**config.mk**
```make
export PLATFORM = sky130hd
export DESIGN_NAME = nand_cycle_engine
export DESIGN_NICKNAME = d
export VERILOG_FILES = /design/src/rtl/nbc_pkg.sv /design/src/rtl/nbc_phase_timer.sv /design/src/rtl/nbc_pin_decode.sv /design/src/rtl/nbc_rb_monitor.sv /design/src/rtl/nand_cycle_engine.sv
export SDC_FILE = /design/constraint.sdc
export NUM_CORES = 1
export LEC_CHECK = 0
export BUFFER_PORTS_ARGS = -buffer_cell sky130_fd_sc_hd__buf_2
export CAP_MARGIN = 0
export CORE_ASPECT_RATIO = 1.2
export CORE_MARGIN = 2
export CORE_UTILIZATION = 54
export CTS_CLUSTER_SIZE = 24
export DETAILED_ROUTE_END_ITERATION = 8
export HOLD_SLACK_MARGIN = 0.06
export PLACE_DENSITY_LB_ADDON = 0.1
export REMOVE_ABC_BUFFERS = 1
export SYNTH_ARGS = -nofsm -noshare
export SYNTH_HDL_FRONTEND = slang
export SYNTH_SLANG_ARGS = --single-unit
```
**constraint.sdc**
```tcl
create_clock -name clk -period 5.95 [get_ports clk]
set_clock_uncertainty 0.15 [all_clocks]
set_input_delay 0 -clock clk [delete_from_list [all_inputs] [get_ports clk]]
set_output_delay 0 -clock clk [all_outputs]
set_load 0.05 [all_outputs]
```
**src/rtl/nbc_pkg.sv**
```systemverilog
package nbc_pkg;

  typedef enum logic [1:0] {
    KIND_CMD   = 2'd0,
    KIND_ADDR  = 2'd1,
    KIND_WDATA = 2'd2,
    KIND_RDATA = 2'd3
  } bus_kind_e;

  typedef enum logic [2:0] {
    ST_IDLE,
    ST_SETUP,
    ST_STROBE,
    ST_HOLD,
    ST_RESP
  } cyc_state_e;

  typedef struct packed {
    logic cle;
    logic ale;
    logic we_n;
    logic re_n;
    logic oe;
  } pin_set_t;

endpackage

```
**src/rtl/nbc_phase_timer.sv**
```systemverilog
// Counts clocks inside the current phase; zero-length phases last one clock.
module nbc_phase_timer #(
  parameter int PW = 4
) (
  input  logic          clk,
  input  logic          rst_n,
  input  logic          restart,
  input  logic [PW-1:0] len,
  output logic          last
);
  localparam logic [PW-1:0] ONE = PW'(1);

  logic [PW-1:0] cnt_q;
  logic [PW-1:0] lim;

  assign lim  = (len == '0) ? ONE : len;
  assign last = (cnt_q == lim - ONE);

  always_ff @(posedge clk) begin
    if (!rst_n)       cnt_q <= '0;
    else if (restart) cnt_q <= '0;
    else              cnt_q <= cnt_q + ONE;
  end
endmodule

```
**src/rtl/nbc_pin_decode.sv**
```systemverilog
// Maps cycle state and kind onto the bus control pins.
module nbc_pin_decode
  import nbc_pkg::*;
(
  input  cyc_state_e st,
  input  bus_kind_e  kind,
  output pin_set_t   pins
);
  logic active;
  logic strobing;

  assign active   = (st == ST_SETUP) || (st == ST_STROBE) || (st == ST_HOLD);
  assign strobing = (st == ST_STROBE);

  always_comb begin
    pins.cle  = active && (kind == KIND_CMD);
    pins.ale  = active && (kind == KIND_ADDR);
    pins.we_n = !(strobing && (kind != KIND_RDATA));
    pins.re_n = !(strobing && (kind == KIND_RDATA));
    pins.oe   = active && (kind != KIND_RDATA);
  end
endmodule

```
**src/rtl/nbc_rb_monitor.sv**
```systemverilog
// Ready/busy synchroniser with sticky rise flag (set wins over clear).
module nbc_rb_monitor #(
  parameter int STAGES = 2
) (
  input  logic clk,
  input  logic rst_n,
  input  logic rb_async,
  input  logic clr,
  output logic level,
  output logic rise_flag
);
  logic [STAGES-1:0] sync_q;
  logic              prev_q;
  logic              flag_q;
  logic              rise_now;

  assign level     = sync_q[STAGES-1];
  assign rise_now  = level && !prev_q;
  assign rise_flag = flag_q;

  always_ff @(posedge clk) begin
    if (!rst_n) begin
      sync_q <= '1;
      prev_q <= 1'b1;
      flag_q <= 1'b0;
    end else begin
      sync_q <= {sync_q[STAGES-2:0], rb_async};
      prev_q <= level;
      flag_q <= rise_now || (flag_q && !clr);
    end
  end
endmodule

```
**src/rtl/nand_cycle_engine.sv**
```systemverilog
module nand_cycle_engine
  import nbc_pkg::*;
#(
  parameter int PHASE_W        = 4,
  parameter int BUS_W          = 8,
  parameter int RB_SYNC_STAGES = 2
) (
  input  logic               clk,
  input  logic               rst_n,
  input  logic [PHASE_W-1:0] cfg_setup,
  input  logic [PHASE_W-1:0] cfg_strobe,
  input  logic [PHASE_W-1:0] cfg_hold,
  input  logic               req_valid,
  output logic               req_ready,
  input  logic [1:0]         req_kind,
  input  logic [BUS_W-1:0]   req_byte,
  output logic               rsp_valid,
  input  logic               rsp_ready,
  output logic [BUS_W-1:0]   rsp_byte,
  output logic               nand_cle,
  output logic               nand_ale,
  output logic               nand_we_n,
  output logic               nand_re_n,
  output logic [BUS_W-1:0]   nand_io_out,
  output logic               nand_io_oe,
  input  logic [BUS_W-1:0]   nand_io_in,
  input  logic               nand_rb,
  output logic               rb_level,
  output logic               rb_rise_flag,
  input  logic               rb_flag_clr
);

  cyc_state_e         st_q, st_d;
  bus_kind_e          kind_q;
  logic [BUS_W-1:0]   byte_q;
  logic [BUS_W-1:0]   rdat_q;
  logic [PHASE_W-1:0] setup_q, strobe_q, hold_q;
  logic [PHASE_W-1:0] phase_len;
  logic               phase_last;
  logic               phase_restart;
  logic               accept;
  logic               is_read;
  pin_set_t           pins;

  assign req_ready = (st_q == ST_IDLE);
  assign accept    = req_valid && req_ready;
  assign is_read   = (kind_q == KIND_RDATA);

  // Length of the phase currently running (captured at acceptance)
  always_comb begin
    case (st_q)
      ST_SETUP:  phase_len = setup_q;
      ST_STROBE: phase_len = strobe_q;
      default:   phase_len = hold_q;
    endcase
  end

  always_comb begin
    st_d = st_q;
    case (st_q)
      ST_IDLE:   if (accept)     st_d = ST_SETUP;
      ST_SETUP:  if (phase_last) st_d = ST_STROBE;
      ST_STROBE: if (phase_last) st_d = ST_HOLD;
      ST_HOLD:   if (phase_last) st_d = is_read ? ST_RESP : ST_IDLE;
      ST_RESP:   if (rsp_ready)  st_d = ST_IDLE;
      default:                   st_d = ST_IDLE;
    endcase
  end

  assign phase_restart = (st_d != st_q);

  always_ff @(posedge clk) begin
    if (!rst_n) begin
      st_q     <= ST_IDLE;
      kind_q   <= KIND_CMD;
      byte_q   <= '0;
      rdat_q   <= '0;
      setup_q  <= '0;
      strobe_q <= '0;
      hold_q   <= '0;
    end else begin
      st_q <= st_d;
      if (accept) begin
        kind_q   <= bus_kind_e'(req_kind);
        byte_q   <= req_byte;
        setup_q  <= cfg_setup;
        strobe_q <= cfg_strobe;
        hold_q   <= cfg_hold;
      end
      // Capture on the edge that ends the read strobe
      if ((st_q == ST_STROBE) && phase_last && is_read)
        rdat_q <= nand_io_in;
    end
  end

  nbc_phase_timer #(.PW(PHASE_W)) u_timer (
    .clk     (clk),
    .rst_n   (rst_n),
    .restart (phase_restart),
    .len     (phase_len),
    .last    (phase_last)
  );

  nbc_pin_decode u_pins (
    .st   (st_q),
    .kind (kind_q),
    .pins (pins)
  );

  nbc_rb_monitor #(.STAGES(RB_SYNC_STAGES)) u_rb (
    .clk       (clk),
    .rst_n     (rst_n),
    .rb_async  (nand_rb),
    .clr       (rb_flag_clr),
    .level     (rb_level),
    .rise_flag (rb_rise_flag)
  );

  assign nand_cle    = pins.cle;
  assign nand_ale    = pins.ale;
  assign nand_we_n   = pins.we_n;
  assign nand_re_n   = pins.re_n;
  assign nand_io_oe  = pins.oe;
  assign nand_io_out = byte_q;
  assign rsp_valid   = (st_q == ST_RESP);
  assign rsp_byte    = rdat_q;

endmodule

```
==> qor.tcl, run 1 <==
set qor(grtUsageTotal_pct) 26.7
set qor(filler_cell_count) 231
set qor(placedInstanceArea_mm2) 0.00223
set qor(grt_antenna_before_repair) 0
set qor(grt-ovfl-total) 0
set qor(grt_setup_unrepaired) {no}
set qor(maxClockFrequency_mhz) 278
set qor(place_hpwl_mm) 3.01
set qor(cpMaxStageDelayCell) {sky130_fd_sc_hd__dfxtp_1}
set qor(detail_route.first_pass.iterations) 4
set qor(setup.worst_path.class) {flop to flop}
set qor(clock_sink_count) 41
set qor(cts_tree) {yes}
set qor(drt_wl_total_mm) 4.90
set qor(layout_commonest_cell) {sky130_fd_sc_hd__nand2_1}
set qor(detail_route.drc_violations) 0
set qor(final.min_clock_period_ns) 3.60
set qor(power_per_cell_area_mw_per_mm2) 351
set qor(timing.critical_path.slowest_cell_delay_ns) 0.62
set qor(drv.max_cap_violation_count) 0
set qor(ir_worst_vdd_mv) 0.316
set qor(worst_slack_ns) 2.35
set qor(ios) 61
set qor(mappedNetlistArea_mm2) 0.00193
set qor(timing.critical_path.fanout_max) 16
set qor(route.vias.total) 1930
set qor(grt_max_degree) 47
set qor(area_delta_synth_final_pct) 38.8
set qor(grt_util_met2_pct) 43.4
set qor(drt-vias-per-instance) 5.35
set qor(cts-buffers-inserted) 5
set qor(placed_cells) 318
set qor(max_buffers_root_to_sink) 2
set qor(syn_area_per_cell_um2) 8.25
set qor(clkSlewWorstSetupHoldPaths_ns) 0.08
set qor(setup_bufs_post_cts) 0
set qor(postSynthRegisterBits) 41
set qor(crit_buf_inv) 0
set qor(via_count_of_the_first_global_routing_pass) 1956
set qor(number_of_failing_hold_endpoints_at_the_final_stage) 0
set qor(post_route_cells_drive_above_1_share_pct) 21.6
set qor(clk_root_buffer_cell) {sky130_fd_sc_hd__clkbuf_8}
set qor(die_width_um) 58.6
set qor(critical_path.top_delay_family) {compound AO/OA/AOI/OAI gates}
set qor(die_area_mm2) 0.00407
set qor(synth.largest_area_cell) {sky130_fd_sc_hd__dfxtp_1}
set qor(finalSetupTns_ns) 0
set qor(required_ns) 6.01
set qor(core_region_area_mm2) 0.00337
set qor(outcome) {complete, no violations}
set qor(port_buffers) 60
set qor(htree_levels) 2
set qor(n_antenna_cell) 0
set qor(critPathArrivalTime_ns) 3.66
set qor(leakage_nw) 1.16
set qor(dp_worst_setup_slack_ns) 2.43
set qor(detail_route.iter0.violations) 62
set qor(busiest_layer) {met2}
set qor(startpoint_types) {flop}
set qor(yosysUniqueCellTypes) 43
set qor(grt_pass1_wl_mm) 8.59
set qor(yosysWarningCount) 0
set qor(gp_congestion) 0.852
set qor(clock_latency_late_sink_ns) 0.29
set qor(worst_hold_slack_ns) 0.277
set qor(normalized_max_slew_margin_pct) 22.1
set qor(floorplan.initialDensity_pct) 57.3
set qor(number_of_setup_violations_in_the_final_report) 0
set qor(route.antenna.remaining_nets) 0
set qor(finish.utilization_pct) 79.5
set qor(layout.cell_area.non_filler_mm2) 0.00268
set qor(hold_class) {flop to flop}
set qor(layout.nets) 361
set qor(vertical_die_dimension_um) 69.5
set qor(synth_top_area_share_pct) 42.5
set qor(grt_use_met1_pct) 33.3
set qor(crit_path_end_kind) {flop}
set qor(non_filler_instance_count_after_layout) 361
set qor(ys_top_cells_by_area) {sky130_fd_sc_hd__dfxtp_1 (43%), sky130_fd_sc_hd__nand2_1 (14%), sky130_fd_sc_hd__a21boi_0 (8.6%)}
set qor(synth_cells) 234
set qor(totalPowerFinal_uw) 940
set qor(wire_per_inst_um) 13.6
set qor(fp-row-count) 23
set qor(met3_track_utilization_from_global_routing_pct) 7.09
set qor(worstPathCellList) {xnor2_1, o21ai_0, nand4_1, o311a_1, ha_1, xnor2_1, and3_1, o21ai_0, a211oi_4, mux2i_1}
set qor(maxSlewViolCount) 0
set qor(min_period_over_period_pct) 60.4
set qor(sequential_element_share_of_the_synthesized_area_pct) 42.5
set qor(mostFrequentLayoutCells) {sky130_fd_sc_hd__nand2_1 (71), sky130_fd_sc_hd__buf_2 (60), sky130_fd_sc_hd__dfxtp_1 (41)}
set qor(worst_slew_pin_slew_ns) 1.17
[synthesized netlist by cell type, drive strengths merged]
| master | number |
|---|---|
| o311a | 2 |
| and4bb | 1 |
| and3b | 2 |
| nor4b | 1 |
| or2 | 1 |
| nor4bb | 3 |
| a311oi | 1 |
| and2 | 3 |
| a21boi | 22 |
| ha | 2 |
| o41ai | 1 |
| buf | 2 |
| nand3b | 1 |
| nor3b | 1 |
| nand4 | 2 |
| and3 | 1 |
| nand2b | 2 |
| inv | 6 |
| nor4 | 1 |
| a211oi | 2 |
| mux2i | 10 |
| o21ai | 7 |
| nand2 | 71 |
| nor3 | 2 |
| nand3 | 5 |
| o211ai | 4 |
| nor2 | 6 |
| o22ai | 1 |
| a21o | 1 |
| xor2 | 2 |
| or3 | 2 |
| o21a | 1 |
| nor2b | 3 |
| o2111ai | 1 |
| clkbuf | 11 |
| a211o | 2 |
| dfxtp | 41 |
| a21oi | 2 |
| xnor2 | 3 |
| a31oi | 2 |
[layer usage]
layer  wire length, um  share of wire (%)
met4                90                1.8
met1              2110                 43
met5                 0                  0
met2              2470                 50
met3               232                4.7
[layout make-up]
class | instances | area (um2) | share of cell area [%]
Multi-Input combinational cell | 174 | 1040 | 38.7
Sequential cell | 41 | 821 | 30.7
Timing Repair Buffer | 95 | 651 | 24.3
Clock buffer | 7 | 96.3 | 3.60
Tap cell | 37 | 46.3 | 1.73
Inverter | 6 | 22.5 | 0.841
Clock inverter | 1 | 5.00 | 0.187
[worst paths after layout]
| check | from | endpoint | slack [ns] | depth (start not counted) |
|---|---|---|---|---|
| setup / recovery | st_q[1]$_SDFF_PN0_ | rsp_byte[3]$_SDFFE_PN0P_ | 2.35 | 10 |
| hold / removal | u_rb.sync_q[0]$_SDFF_PN1_ | u_rb.sync_q[1]$_SDFF_PN1_ | 0.28 | 1 |
| setup reg to reg | st_q[1]$_SDFF_PN0_ | rsp_byte[3]$_SDFFE_PN0P_ | 2.35 | 10 |
| hold reg to reg | u_rb.sync_q[0]$_SDFF_PN1_ | u_rb.sync_q[1]$_SDFF_PN1_ | 0.28 | 1 |
[state kept, by name (all words and copies together), names as in the netlist]
register        flops
setup_q             4
rsp_byte            8
strobe_q            4
hold_q              4
kind_q              2
nand_io_out         8
u_rb.prev_q         1
u_timer.cnt_q       4
u_rb.rise_flag      1
st_q                3
u_rb.sync_q         2
[report_power, final]
| part | internal (mW) | switching, mW |
|---|---|---|
| sequential | 0.311 | 0.0398 |
| combinational | 0.134 | 0.258 |
| clock | 0.105 | 0.0928 |
| total | 0.550 | 0.390 |
[what timing repair did]
item	CTS	global route
gates resized for setup	0	0
hold buffers	35	0
endpoints found under the hold margin	35	0
[kinds of logic after synthesis]
group / after synthesis / synth area share, %
AO/OA/AOI/OAI: 49 / 18.9
XOR/XNOR: 5 / 2.27
adder cells (fa/ha/maj): 2 / 1.30
buffers and inverters: 19 / 3.76
flip-flops: 41 / 42.5
multiplexers: 10 / 5.19
AND/OR/NAND/NOR: 108 / 26.0
(Power assumes the default switching activity.)
==> run 2: changes to the inputs <==
- CORE_UTILIZATION: 54 -> 45
- clock period: 5.95 -> 3 ns (I/O delays scaled with it)
==> qor.tcl, run 2 (same netlist as run 1, synthesis figures left out) <==
set qor(outcome) {complete, no violations}
set qor(grtUsageTotal_pct) 20.6
set qor(port_buffers) 60
set qor(sequentialPowerShare_pct) 34.5
set qor(ios) 61
set qor(max_buffers_root_to_sink) 2
set qor(core_region_area_mm2) 0.00420
set qor(vertical_die_dimension_um) 75.7
set qor(setup.worst_path.class) {flop to flop}
set qor(htree_levels) 2
set qor(route.antenna.remaining_nets) 0
set qor(filler_cell_count) 366
set qor(detail_route.iter0.violations) 74
set qor(maxSlewViolCount) 0
set qor(clock_network_fraction_of_design_power_pct) 19.9
set qor(min_period_over_period_pct) 94.0
set qor(grt-ovfl-total) 0
set qor(totalPowerFinal_mw) 1.96
set qor(ir_worst_vdd_mv) 0.496
set qor(die_area_mm2) 0.00483
set qor(drt_wl_total_mm) 4.70
set qor(worstPathCellList) {buf_4, nor4bb_1, or2_1, o311a_1, ha_1, xnor2_2, and3_1, o21ai_1, a211oi_1, o311a_1}
set qor(cts-buffers-inserted) 5
set qor(n_antenna_cell) 0
set qor(clock_latency_late_sink_ns) 0.29
set qor(drt-vias-per-instance) 4.86
set qor(number_of_setup_violations_in_the_final_report) 0
set qor(power_per_cell_area_mw_per_mm2) 681
set qor(worst_slew_pin_slew_ns) 0.739
set qor(floorplan.initialDensity_pct) 46.0
set qor(timing.critical_path.fanout_max) 6
set qor(detail_route.drc_violations) 0
set qor(detail_route.first_pass.iterations) 4
set qor(critPathArrivalTime_ns) 2.85
set qor(grt_max_degree) 45
set qor(total_switching_power_uw) 787
set qor(startpoint_types) {flop}
set qor(post_route_cells_drive_above_1_share_pct) 27.8
set qor(clock_sink_count) 41
set qor(number_of_failing_hold_endpoints_at_the_final_stage) 0
set qor(power.internal_mw) 1.17
set qor(drv.max_cap_violation_count) 0
set qor(cpMaxStageDelayCell) {sky130_fd_sc_hd__o311a_1}
set qor(normalized_max_slew_margin_pct) 50.6
set qor(cts_tree) {yes}
set qor(cp_common_cell) {sky130_fd_sc_hd__o311a_1}
set qor(via_count_of_the_first_global_routing_pass) 1811
set qor(die_width_um) 63.8
set qor(route.vias.total) 1936
set qor(clkSlewWorstSetupHoldPaths_ns) 0.07
set qor(layout_commonest_cell) {sky130_fd_sc_hd__nand2_1}
set qor(leakage_nw) 1.26
set qor(gp_congestion) 0.839
set qor(hold_class) {primary input to flop}
set qor(crit_path_end_kind) {flop}
set qor(fp-row-count) 26
set qor(p_comb_share_pct) 45.7
set qor(clk_root_buffer_cell) {sky130_fd_sc_hd__clkbuf_8}
set qor(maxClockFrequency_mhz) 355
set qor(layout.nets) 379
set qor(grt_setup_unrepaired) {no}
set qor(grt_pass1_wl_mm) 7.84
set qor(place_hpwl_mm) 3.15
set qor(p_sw_share_pct) 40.3
set qor(required_ns) 3.03
set qor(final.min_clock_period_ns) 2.82
set qor(timing.critical_path.slowest_cell_delay_ns) 0.36
set qor(wire_per_inst_um) 11.8
set qor(finish.utilization_pct) 68.4
set qor(grt_antenna_before_repair) 0
set qor(mostFrequentLayoutCells) {sky130_fd_sc_hd__nand2_1 (71), sky130_fd_sc_hd__buf_2 (60), sky130_fd_sc_hd__dfxtp_1 (38)}
set qor(area_delta_synth_final_pct) 48.8
-- run 2: power groups by stage --
stage,registers [mW],clock network [mW],logic (mW)
global placement,0.684,0,0.823
floorplan,0.748,0,0.514
finish,0.674,0.388,0.893
CTS,0.672,0.409,0.869
global route,0.686,0.422,0.987
detailed placement,0.685,0,0.831
-- run 2: final cells by class --
| type | instances | area (um2) | area share [%] |
|---|---|---|---|
| multi-input cells | 174 | 1060 | 36.8 |
| inverters | 6 | 22.5 | 0.784 |
| clock inverters | 1 | 5.00 | 0.174 |
| clock buffers | 7 | 96.3 | 3.36 |
| flip-flops and latches | 41 | 825 | 28.7 |
| repair buffers | 113 | 796 | 27.7 |
| well taps | 56 | 70.1 | 2.44 |
-- run 2: critical path, delay by kind of cell, from the launching register on --
kind	cells	cell delay [ns]
flip-flops	1	0.34
AO/OA/AOI/OAI	4	1.07
XOR/XNOR	1	0.15
adder cells (fa/ha/maj)	1	0.23
buffers and inverters	1	0.15
AND/OR/NAND/NOR	3	0.62
-- run 2: through the flow --
| step | TNS (ns) | std cells | worst slack (ns) | hold slack [ns] | instance area [um2] |
|---|---|---|---|---|---|
| 2_1_floorplan | -0.689 | 221 | -0.0861 | -0.0881 | 1880 |
| 6_report | 0 | 398 | 0.180 | 0.0724 | 2870 |
| 5_1_grt | 0 | 398 | 0.00967 | 0.113 | 2870 |
| 3_5_place_dp | -0.0494 | 355 | -0.0494 | 0.0355 | 2400 |
| 4_1_cts | 0 | 397 | 0.0310 | 0.0754 | 2850 |
| 3_3_place_gp | -0.0135 | 355 | -0.0135 | 0.0323 | 2400 |
-- run 2: path summary, 6_finish.rpt --
kind	start	end	cells past startpoint	slack (ns)
worst min register to register	u_rb.sync_q[0]$_SDFF_PN1_	u_rb.sync_q[1]$_SDFF_PN1_	1	0.26
worst min-delay path	req_valid	st_q[0]$_SDFF_PN0_	3	0.07
worst max register to register	st_q[1]$_SDFF_PN0_	st_q[0]$_SDFF_PN0_	10	0.18
worst max-delay path	st_q[1]$_SDFF_PN0_	st_q[0]$_SDFF_PN0_	10	0.18
-- run 2: routing by layer --
metal | wire length, um | track usage, % | vias up
met4 | 53 | 6.52 | 0
li1 | - | - | 1013
met1 | 2090 | 25.5 | 881
met5 | 0 | 0 | -
met2 | 2360 | 35.4 | 36
met3 | 204 | 5.47 | 6
-- run 2: what timing repair did --
item,CTS,global route
hold buffers,34,0
hold endpoints to repair,34,0
resized for setup,2,7
setup endpoints to repair,1,11
pin swaps,0,2
cloned,0,0
setup buffers,0,1
